==> src/rtl/tso_pkg.sv <==
package tso_pkg;
  // default geometry of the output signal register
  localparam int DEF_NSIG    = 12;
  localparam int DEF_GRP_A   = 8;
  localparam int DEF_MAX_LVL = 4;

  function automatic int lvl_bits(input int max_lvl);
    int w;
    w = 1;
    while ((1 << w) <= max_lvl) w++;
    return w;
  endfunction
endpackage

==> src/rtl/tso_emit_bank.sv <==
module tso_emit_bank #(
  parameter int NSIG = tso_pkg::DEF_NSIG
) (
  input  logic            clk,
  input  logic            rst_n,
  input  logic            tick_end_i,
  input  logic            emit_en_i,
  input  logic [NSIG-1:0] emit_mask_i,
  output logic [NSIG-1:0] emit_q_o
);
  logic [NSIG-1:0] emit_q, emit_d;
  logic            emit_ld;

  // tick boundary wipes the bank; a same-cycle emit lands in the new tick
  always_comb begin
    emit_d = tick_end_i ? '0 : emit_q;
    if (emit_en_i) emit_d = emit_d | emit_mask_i;
  end

  assign emit_ld = tick_end_i | emit_en_i;

  always_ff @(posedge clk or negedge rst_n) begin
    if (!rst_n)       emit_q <= '0;
    else if (emit_ld) emit_q <= emit_d;
  end

  assign emit_q_o = emit_q;

  a_r3_tick_clears: assert property (@(posedge clk) disable iff (!rst_n)
    (tick_end_i && !emit_en_i) |=> (emit_q == '0));

  a_r2_emit_visible: assert property (@(posedge clk) disable iff (!rst_n)
    emit_en_i |=> ((emit_q & $past(emit_mask_i)) == $past(emit_mask_i)));

  a_r4_new_tick: assert property (@(posedge clk) disable iff (!rst_n)
    (tick_end_i && emit_en_i) |=> (emit_q == $past(emit_mask_i)));
endmodule

==> src/rtl/tso_sus_cell.sv <==
module tso_sus_cell #(
  parameter int LVL_W = 3
) (
  input  logic             clk,
  input  logic             rst_n,
  input  logic             set_i,
  input  logic [LVL_W-1:0] set_lvl_i,
  input  logic             clr_en_i,
  input  logic [LVL_W-1:0] clr_lvl_i,
  output logic             held_o
);
  logic             held_q, held_d;
  logic [LVL_W-1:0] tag_q, tag_d;
  logic             clr_hit;
  logic             cell_ld;

  // level 0 is the global scope and is never aborted
  assign clr_hit = clr_en_i && (clr_lvl_i != '0) && held_q && (tag_q >= clr_lvl_i);

  always_comb begin
    held_d = held_q & ~clr_hit;
    tag_d  = tag_q;
    if (set_i) begin
      if (held_d && (tag_q < set_lvl_i)) tag_d = tag_q;
      else                               tag_d = set_lvl_i;
      held_d = 1'b1;
    end
  end

  assign cell_ld = set_i | clr_hit;

  always_ff @(posedge clk or negedge rst_n) begin
    if (!rst_n) begin
      held_q <= 1'b0;
      tag_q  <= '0;
    end else if (cell_ld) begin
      held_q <= held_d;
      tag_q  <= tag_d;
    end
  end

  assign held_o = held_q;

  a_r6_global_kept: assert property (@(posedge clk) disable iff (!rst_n)
    (held_q && (tag_q == '0)) |=> held_q);

  a_r7_scope_drop: assert property (@(posedge clk) disable iff (!rst_n)
    (clr_en_i && (clr_lvl_i != '0) && held_q && (tag_q >= clr_lvl_i) && !set_i) |=> !held_q);

  a_r8_keep_shallow: assert property (@(posedge clk) disable iff (!rst_n)
    (held_q && set_i && !clr_en_i) |=> (held_q && (tag_q <= $past(tag_q))));

  a_r9_set_wins: assert property (@(posedge clk) disable iff (!rst_n)
    set_i |=> held_q);
endmodule

==> src/rtl/tick_sig_out.sv <==
module tick_sig_out #(
  parameter int NSIG    = tso_pkg::DEF_NSIG,
  parameter int GRP_A   = tso_pkg::DEF_GRP_A,
  parameter int MAX_LVL = tso_pkg::DEF_MAX_LVL,
  parameter int LVL_W   = tso_pkg::lvl_bits(MAX_LVL)
) (
  input  logic                  clk,
  input  logic                  rst_n,
  input  logic                  tick_end_i,
  input  logic                  emit_en_i,
  input  logic [NSIG-1:0]       emit_mask_i,
  input  logic                  sus_en_i,
  input  logic [NSIG-1:0]       sus_mask_i,
  input  logic [LVL_W-1:0]      sus_lvl_i,
  input  logic                  clr_en_i,
  input  logic [LVL_W-1:0]      clr_lvl_i,
  output logic [GRP_A-1:0]      sig_a_o,
  output logic [NSIG-GRP_A-1:0] sig_b_o
);
  localparam logic [LVL_W-1:0] LVL_TOP = LVL_W'(MAX_LVL);

  logic [LVL_W-1:0] sus_lvl_sat, clr_lvl_sat;
  logic [NSIG-1:0]  emit_q, held_v, line_v;

  // out-of-range scope levels collapse onto the deepest level
  assign sus_lvl_sat = (sus_lvl_i > LVL_TOP) ? LVL_TOP : sus_lvl_i;
  assign clr_lvl_sat = (clr_lvl_i > LVL_TOP) ? LVL_TOP : clr_lvl_i;

  tso_emit_bank #(.NSIG(NSIG)) u_emit (
    .clk         (clk),
    .rst_n       (rst_n),
    .tick_end_i  (tick_end_i),
    .emit_en_i   (emit_en_i),
    .emit_mask_i (emit_mask_i),
    .emit_q_o    (emit_q)
  );

  for (genvar gi = 0; gi < NSIG; gi++) begin : g_sus
    tso_sus_cell #(.LVL_W(LVL_W)) u_cell (
      .clk       (clk),
      .rst_n     (rst_n),
      .set_i     (sus_en_i && sus_mask_i[gi]),
      .set_lvl_i (sus_lvl_sat),
      .clr_en_i  (clr_en_i),
      .clr_lvl_i (clr_lvl_sat),
      .held_o    (held_v[gi])
    );
  end

  assign line_v  = emit_q | held_v;
  assign sig_a_o = line_v[GRP_A-1:0];
  assign sig_b_o = line_v[NSIG-1:GRP_A];

  a_r5_tick_keeps_held: assert property (@(posedge clk) disable iff (!rst_n)
    (tick_end_i && !clr_en_i) |=> ((held_v & $past(held_v)) == $past(held_v)));

  a_r7_emit_untouched: assert property (@(posedge clk) disable iff (!rst_n)
    (clr_en_i && !tick_end_i) |=> ((emit_q & $past(emit_q)) == $past(emit_q)));
endmodule

==> config.mk <==
export PLATFORM = sky130hd
export DESIGN_NAME = tick_sig_out
export DESIGN_NICKNAME = d
export VERILOG_FILES = /design/src/rtl/tso_pkg.sv /design/src/rtl/tso_emit_bank.sv /design/src/rtl/tso_sus_cell.sv /design/src/rtl/tick_sig_out.sv
export SDC_FILE = /design/constraint.sdc
export NUM_CORES = 1
export LEC_CHECK = 0
export CORE_ASPECT_RATIO = 0.75
export CORE_UTILIZATION = 25
export DETAILED_ROUTE_END_ITERATION = 16
export DONT_BUFFER_PORTS = 1
export PLACE_DENSITY = 0.37
export SLEW_MARGIN = 30
export SYNTH_ARGS = -nofsm -noshare
export SYNTH_HDL_FRONTEND = slang
export SYNTH_SLANG_ARGS = --single-unit
==> constraint.sdc <==
create_clock -name clk -period 2 [get_ports clk]
set_input_delay 0.2 -clock clk [delete_from_list [all_inputs] [get_ports clk]]
set_output_delay 0.2 -clock clk [all_outputs]
set_load 0.05 [all_outputs]
Word-level counts from Yosys, hierarchy flattened

Cells that the tools add are included.

Muxes and demuxes: 16
Bitwise operators: 51
$lt $le $gt $ge: 26
Reductions and logical operators: 62

Operators with widths:

| cell                                                 | count |
|---|---|
| logical AND 1 bit                                    | 49 |
| greater-or-equal comparator 3 bit                    | 12 |
| < comparator 3 bit                                   | 12 |
| AND reduction 3 bit                                  | 12 |
| two-way mux 12 bit                                   | 2 |
| NOT 1 bit                                            | 24 |
| OR 12 bit                                            | 2 |
| OR 1 bit                                             | 13 |
| AND 1 bit                                            | 12 |
| two-way mux 1 bit                                    | 12 |
| greater-than comparator 3 bit, second input constant | 2 |
| two-way mux 3 bit                                    | 2 |
| nonzero test 3 bit                                   | 1 |

Register bits: 60

Logic depth before layout (Yosys ltp)

Gate-level depths: netlist of the first run.

Depth in word-level cells: 11
Gate-level depth with buffers: 8
Mapped depth without buffers: 7

Cells and area by module

From an unflattened synthesis of the first run, not the netlist that was laid out.

Cell total of the unflattened synthesis: 513
Area total of the unflattened synthesis: 4993.5 um^2

By module, submodules not included:

| module        | area an instance (um^2) | times used | cells each | sequential area each (um^2) |
|---|---|---|---|---|
| tso_sus_cell  | 356.6                   | 12         | 36         | 100.1 |
| tso_emit_bank | 510.5                   | 1          | 50         | 300.3 |
| tick_sig_out  | 203.9                   | 1          | 31         | 0.0 |

Worst setup path before layout of the first run

OpenSTA, ideal clock, no wires.

Path type: input-to-reg
Start: input port sus_lvl_i[2]
End: register g_sus[2].u_cell.tag_q[2]
Data required time: 1.871 ns
Arrival time: 1.884 ns
Buffers on the path: 2
Path slack: -0.013 ns
Stages on the path: 8
Path through: buf_6 > nand2b_1 > buf_2 > ha_1 > or4b_4 > a21o_1 > a22oi_1 > nand3_1

Cells in the longest elaborated chain, start to end: 6

RTL lines:

| item                                 | line               | text |
|---|---|---|
| start, declared                      | tick_sig_out.sv:14 | `input logic [LVL_W-1:0] sus_lvl_i,` |
| greater-than comparator 3 bit        | tick_sig_out.sv:26 | `assign sus_lvl_sat = (sus_lvl_i > LVL_TOP) ? LVL_TOP : sus_lvl_i;` |
| two-way mux 3 bit (*)                | tick_sig_out.sv:26 |  |
| < comparator 3 bit                   | tso_sus_cell.sv:24 | `if (held_d && (tag_q < set_lvl_i)) tag_d = tag_q;` |
| logical AND 1 bit                    | tso_sus_cell.sv:24 |  |
| NOT 1 bit (no source line)           | -                  |  |
| AND reduction 3 bit (no source line) | -                  |  |
| end signal, assigned                 | tso_sus_cell.sv:38 | `tag_q <= tag_d;` |
| end, declared                        | tso_sus_cell.sv:13 | `logic [LVL_W-1:0] tag_q, tag_d;` |

Every way passes the cells marked *; elsewhere a longest branch is shown, timed or not.
A chain may end at the register's enable or synchronous reset.

Worst setup path after layout of the first run

Start: register g_sus[0].u_cell.tag_q[1]
End: register g_sus[0].u_cell.tag_q[0]

Cells in the longest elaborated chain, start to end: 7
Elaborated cells on any way between the ends: 9
Classes of those cells: 2 x order compare; 4 x bitwise; 3 x reduce/logical

RTL lines:

| item                                     | line               | text |
|---|---|---|
| start, declared                          | tso_sus_cell.sv:13 |  |
| start signal, assigned                   | tso_sus_cell.sv:38 |  |
| greater-or-equal comparator 3 bit        | tso_sus_cell.sv:18 | `assign clr_hit = clr_en_i && (clr_lvl_i != '0) && held_q && (tag_q >= clr_lvl_i);` |
| logical AND 1 bit                        | tso_sus_cell.sv:18 |  |
| NOT 1 bit                                | tso_sus_cell.sv:21 | `held_d = held_q & ~clr_hit;` |
| AND 1 bit                                | tso_sus_cell.sv:21 |  |
| logical AND 1 bit                        | tso_sus_cell.sv:24 |  |
| NOT 1 bit (no source line)               | -                  |  |
| AND reduction 3 bit (no source line) (*) | -                  |  |

Marks and branches as above.

==> reports/qor.csv, run 1 <==
metric,value,unit
"Distinct cells, synth",25,
critical path endpoint category,register,
hold crit path type,in2reg,
worst-path cell chain,ha_1 > or4b_4 > a21o_1 > a22oi_1 > nand3_1,
post-cts sizing count,0,
register area share after synthesis,33.42,%
dpl ws,0.05750,ns
Tmin final,1.780,ns
gp weighted congestion,0.7852,
post-route cell area,5273,sq um
vias in the first global route,3909,
Final ANT Viol Nets,0,
Worst-path clk slew,0.05,ns
post-synth net total,585,
Final Hold Violating Endpoints,0,
Final Setup Violations,0,
final wirelength,14460,microns
wire per inst,18.86,microns
worst setup path class,reg2reg,
Ports,48,
Final Worst Setup Slack,0.2196,ns
PortBufs,0,
asr flop ratio synth,100.0,%
height of the die,118.1,microns
WP buf/inv,0,
htree depth,3,
Syn Std Cell Area,4493,sq um
Hold Buf Count CTS,14,
RSZ-0062 raised after global routing,false,
CTS root buf,clkbuf_16,
dpl hpwl,9462,microns
Rel. slew slack,55.13,%
"CP delay by family, top",simple AND/OR/NAND/NOR gates,
DIE AREA,18520,sq um
first-pass GRT wire length,22700,microns
Most used DFF post-synth,dfrtp_1,
worst-case clock buffer depth,2,
TritonCTS clock tree,done,
Synth area leaders,"dfrtp_1 33%, ha_1 13%, nand3_1 9.4%",
CP max stage delay,0.53,ns
critical path data required time,2.22,ns
Post-DP Area,4842,sq um
Die X-Extent,156.8,microns
Num CTS Buffers,9,
Tot Pwr,7.579,mW
Synth warnings,0,
global route overflow,0,
Initial DRC Count,241,
CP Max Fanout,4,
initial antenna violation count,1,
run status,"finished, final reports clean",
most common cell in the synthesized netlist,nand3_1,
via count,4157,
leakage power,2.285,nW
Yosys reg bits,60,
synth cell count leaders,"84 x nand3_1, 60 x dfrtp_1, 49 x nand2_1, 48 x ha_1",
clock latency on the worst-skew pair,0.34,ns
Final nets,604,
Mapped Cells,501,
pwr dens,1437,nW/um^2
fmax,0.5617,GHz
startpoint types,register,
post-CTS setup buffer count,0,
All-Layer GR Usage,16.42,%
share of cells above drive strength 1,7.443,%
final cycle utilization of the critical path,89.02,%
area share of the largest cell type after synthesis,33.42,%
Via density,5.420,
initial core utilization,25.52,%
largest area contributor in the netlist,dfrtp_1,
number of synthesized flops with an enable pin,0,
core footprint,17600,sq um
WP data arrival,2.00,ns
"Slowest-stage cell, CP",or4b_4,
synthesized area per cell,8.968,sq um
setup_tns,0,ns
Cell Rows,42,
Final Max Slew Viols,0,
CTS Sinks,60,
actual slew at the worst max-slew pin,0.6708,ns
drt drc,0,
Area Overhead vs Synth,17.35,%
Worst VDD drop,0.3255,mV
iteration count of the initial detailed-routing pass,5,
Finished Core Util,29.95,%
# Max-Cap Violations,0,
post-route clock skew,0.004031,ns
largest net degree at the start of global routing,61,
[worst paths after layout]
path,startpoint,end,slack [ns],cells past startpoint
worst max register to register,g_sus[0].u_cell.tag_q[1]$_DFFE_PN0P_,g_sus[0].u_cell.tag_q[0]$_DFFE_PN0P_,0.22,5
worst max-delay path,g_sus[0].u_cell.tag_q[1]$_DFFE_PN0P_,g_sus[0].u_cell.tag_q[0]$_DFFE_PN0P_,0.22,5
min in group asynchronous,rst_n,u_emit.emit_q_o[8]$_DFFE_PN0P_,0.39,2
max in group asynchronous,rst_n,g_sus[3].u_cell.tag_q[2]$_DFFE_PN0P_,1.30,2
worst min register to register,u_emit.emit_q_o[10]$_DFFE_PN0P_,u_emit.emit_q_o[10]$_DFFE_PN0P_,0.52,2
worst min-delay path,emit_en_i,u_emit.emit_q_o[6]$_DFFE_PN0P_,0.01,2
[logic make-up (layout without fill, tap and decap cells)]
kind of cell / count (synthesis) / count (layout) / synth area share (%)
other: 0 / 1 / 0
AND/OR/NAND/NOR: 195 / 195 / 22.33
adder cells (fa/ha/maj): 48 / 48 / 13.37
flip-flops: 60 / 60 / 33.42
AO/OA/AOI/OAI: 157 / 157 / 26.82
buffers and inverters: 41 / 64 / 4.066
[per-layer routing]
| layer | wire (microns) | track usage (%) |
|---|---|---|
| met2 | 6507 | 24.81 |
| met4 | 119 | 3.738 |
| met5 | 0 | 0 |
| met1 | 7220 | 23.04 |
| met3 | 617 | 4.455 |
[registers in the layout, summed over array words and instances (netlist names)]
| signal | count |
|---|---|
| g_sus.u_cell.held_o | 12 |
| u_emit.emit_q_o | 12 |
| g_sus.u_cell.tag_q | 36 |
[per-stage QoR]
step / hold WS, ns / std cells
CTS: 0.0007238 / 766
finish: 0.01194 / 767
global placement: -0.09317 / 737
detailed placement: -0.09340 / 737
global route: 0.01838 / 767
floorplan: -0.09559 / 501
[cells in the final DEF, fill, tap and decap left out, drive strengths merged]
master,instances
a21o,24
a21oi,12
a22oi,36
a311o,12
a31oi,12
buf,10
clkbuf,13
clkinv,2
dfrtp,60
diode,1
dlygate4sd3,13
ha,48
inv,26
nand2,49
nand2b,2
nand3,84
nor2,36
o2111ai,36
o21a,12
o21ai,12
o31ai,1
or3b,12
or4b,12
[area by class of cell]
| cell class | instances | area (sq um) |
|---|---|---|
| well taps | 242 | 302.8 |
| flip-flops and latches | 60 | 1501 |
| repair buffers | 23 | 275.3 |
| clock buffers | 13 | 260.3 |
| inverters | 26 | 97.59 |
| clock inverters | 2 | 10.01 |
| fillers | 1838 | 12330 |
| multi-input cells | 400 | 2823 |
| diodes | 1 | 2.502 |
[where the power goes]
group          internal [mW]  switching, mW  leakage (nW)
combinational           1.57           2.17          1.45
sequential              1.74          0.629         0.698
clock                  0.895          0.572         0.135
(Power assumes the default switching activity.)
==> inputs of run 2 (changes only) <==
Settings changed: CELL_PAD_IN_SITES_DETAIL_PLACEMENT set to 2, CELL_PAD_IN_SITES_GLOBAL_PLACEMENT set to 2, PLACE_DENSITY 0.37 to 0.54.
==> reports/qor.csv, run 2 (same netlist as run 1, synthesis figures left out) <==
metric,value,unit,change
Reg2Reg Capture Point,g_sus[10].u_cell.tag_q[0]$_DFFE_PN0P_,,was g_sus[0].u_cell.tag_q[0]$_DFFE_PN0P_
via count,4244,,"was 4,157"
vias in the first global route,4665,,"was 3,909"
Final Worst Setup Slack,0.1959,ns,was 0.2196 ns
Worst VDD drop,0.3917,mV,was 0.3255 mV
"Slowest-stage cell, CP",or4b_4,,unchanged
largest net degree at the start of global routing,61,,unchanged
height of the die,118.1,microns,unchanged
"most common cell after layout, fill and taps aside",nand3_1,,unchanged
actual slew at the worst max-slew pin,0.5091,ns,was 0.6708 ns
wire per inst,21.06,microns,was 18.86 microns
Final nets,603,,was 604
post-route clock skew,0.008820,ns,was 0.004031 ns
WHS Path Cells,2,,unchanged
post-route insts no fill,765,,was 767
WHS,0.003323,ns,was 0.01194 ns
core footprint,17600,sq um,unchanged
worst-path cell chain,ha_1 > or4b_4 > a21o_1 > a22oi_1 > nand3_1,,unchanged
"Most flops, register",g_sus.u_cell.tag_q,,unchanged
"CP delay by family, top",simple AND/OR/NAND/NOR gates,,unchanged
cell count after placement,736,,was 737
PortBufs,0,,unchanged
WP data arrival,2.01,ns,was 2.00 ns
antenna cell count,0,,was 1
Fillers,1979,,"was 1,838"
CTS root buf,clkbuf_16,,unchanged
# Max-Cap Violations,0,,unchanged
gp weighted congestion,0.7700,,was 0.7852
final wirelength,16110,microns,"was 14,460 microns"
CP max stage delay,0.55,ns,was 0.53 ns
Area Overhead vs Synth,18.10,%,was 17.35%
critical path data required time,2.21,ns,was 2.22 ns
initial antenna violation count,0,,was 1
CTS Sinks,60,,unchanged
initial core utilization,25.52,%,unchanged
R2R Path Start,g_sus[10].u_cell.tag_q[1]$_DFFE_PN0P_,,was g_sus[0].u_cell.tag_q[1]$_DFFE_PN0P_
Largest register FFs,36,,unchanged
flop2flop setup slack,0.20,ns,was 0.22 ns
startpoint types,register,,unchanged
post-route cell area,5306,sq um,was 5273 sq um
Finished Core Util,30.14,%,was 29.95%
WP buf/inv,0,,unchanged
dpl hpwl,11420,microns,was 9462 microns
Die X-Extent,156.8,microns,unchanged
leakage power,2.303,nW,was 2.285 nW
htree depth,3,,unchanged
DIE AREA,18520,sq um,unchanged
run status,"finished, final reports clean",,unchanged
Tot Pwr,8.180,mW,was 7.579 mW
worst setup path class,reg2reg,,unchanged
fmax,0.5543,GHz,was 0.5617 GHz
post-CTS setup buffer count,0,,unchanged
iteration count of the initial detailed-routing pass,5,,unchanged
Ports,48,,unchanged
Register-to-Register Path Depth,5,,unchanged
final cycle utilization of the critical path,90.20,%,was 89.02%
Initial DRC Count,164,,was 241
critical path endpoint category,register,,unchanged
Worst-path clk slew,0.06,ns,was 0.05 ns
Post-DP Area,4810,sq um,was 4842 sq um
drt drc,0,,unchanged
RSZ-0062 raised after global routing,false,,unchanged
Hold Startpoint,emit_mask_i[6],,was emit_en_i
multi-input combinational cell area,2823,sq um,unchanged
first-pass GRT wire length,26030,microns,"was 22,700 microns"
Via density,5.548,,was 5.420
pwr dens,1541,nW/um^2,was 1437 nW/um^2
Final Setup Violations,0,,unchanged
All-Layer GR Usage,18.69,%,was 16.42%
Final ANT Viol Nets,0,,unchanged
hold endpoint,u_emit.emit_q_o[6]$_DFFE_PN0P_,,unchanged
"commonest non-fill, non-tap cells in the layout","84 x nand3_1, 60 x dfrtp_1, 49 x nand2_1, 48 x ha_1",,unchanged
dpl ws,0.02835,ns,was 0.05750 ns
worst-case clock buffer depth,2,,unchanged
Final Max Slew Viols,0,,unchanged
CP Max Fanout,4,,unchanged
Tmin final,1.804,ns,was 1.780 ns
global route overflow,0,,unchanged
Cell Rows,42,,unchanged
Rel. slew slack,65.98,%,was 55.13%
Num CTS Buffers,9,,unchanged
sequential cell area,1501,sq um,unchanged
Final Hold Violating Endpoints,0,,unchanged
TritonCTS clock tree,done,,unchanged
setup_tns,0,ns,unchanged
share of cells above drive strength 1,7.648,%,was 7.443%
clock latency on the worst-skew pair,0.34,ns,about the same
hold crit path type,in2reg,,unchanged
[run 2: cell count changes in the layout (fill, tap and decap cells not counted), sizes merged]
cell / delta
clkbuf: -3
bufinv: +3
buf: -1
diode: -1
[run 2: power breakdown]
group | total [mW] | leakage [nW] | switching (mW) | internal, mW
Clock | 1.84 | 0.168 | 0.600 | 1.24
Sequential | 2.42 | 0.698 | 0.683 | 1.74
Combinational | 3.92 | 1.44 | 2.34 | 1.58
Total | 8.18 | 2.30 | 3.62 | 4.56
[run 2: area by class of cell]
cell class	instances	share of cell area (%)
clock buffer	10	4.504
clock inverter	5	1.886
inverter	26	1.839
multi-input combinational	400	53.20
sequential	60	28.30
tap	242	5.706
timing repair buffer	22	4.574
[run 2: worst max-delay path by stage]
| stage | from | depth (start not counted) | to |
|---|---|---|---|
| after floorplan | sus_lvl_i[2] | 8 | g_sus[2].u_cell.tag_q[2]$_DFFE_PN0P_ |
| after global placement | sus_lvl_i[2] | 7 | g_sus[2].u_cell.tag_q[2]$_DFFE_PN0P_ |
| after detailed placement | sus_lvl_i[2] | 7 | g_sus[8].u_cell.tag_q[0]$_DFFE_PN0P_ |
| after CTS | g_sus[0].u_cell.tag_q[1]$_DFFE_PN0P_ | 5 | g_sus[0].u_cell.tag_q[0]$_DFFE_PN0P_ |
| after global routing | g_sus[2].u_cell.tag_q[1]$_DFFE_PN0P_ | 5 | g_sus[2].u_cell.tag_q[2]$_DFFE_PN0P_ |
| final | g_sus[10].u_cell.tag_q[1]$_DFFE_PN0P_ | 5 | g_sus[10].u_cell.tag_q[0]$_DFFE_PN0P_ |
[run 2: metal layers]
layer  track usage (%)  vias to the layer above  wire [microns]
li1                  -                     2000               -
met5                 0                        -               0
met4             5.025                        0             184
met1             24.63                     2180            7837
met2             30.75                       54            7642
met3             3.829                       10             446
[run 2: what timing repair did]
action                                 in CTS  in global routing
resized for setup                           0                  0
hold buffers                               14                  0
endpoints found under the hold margin      72                  0
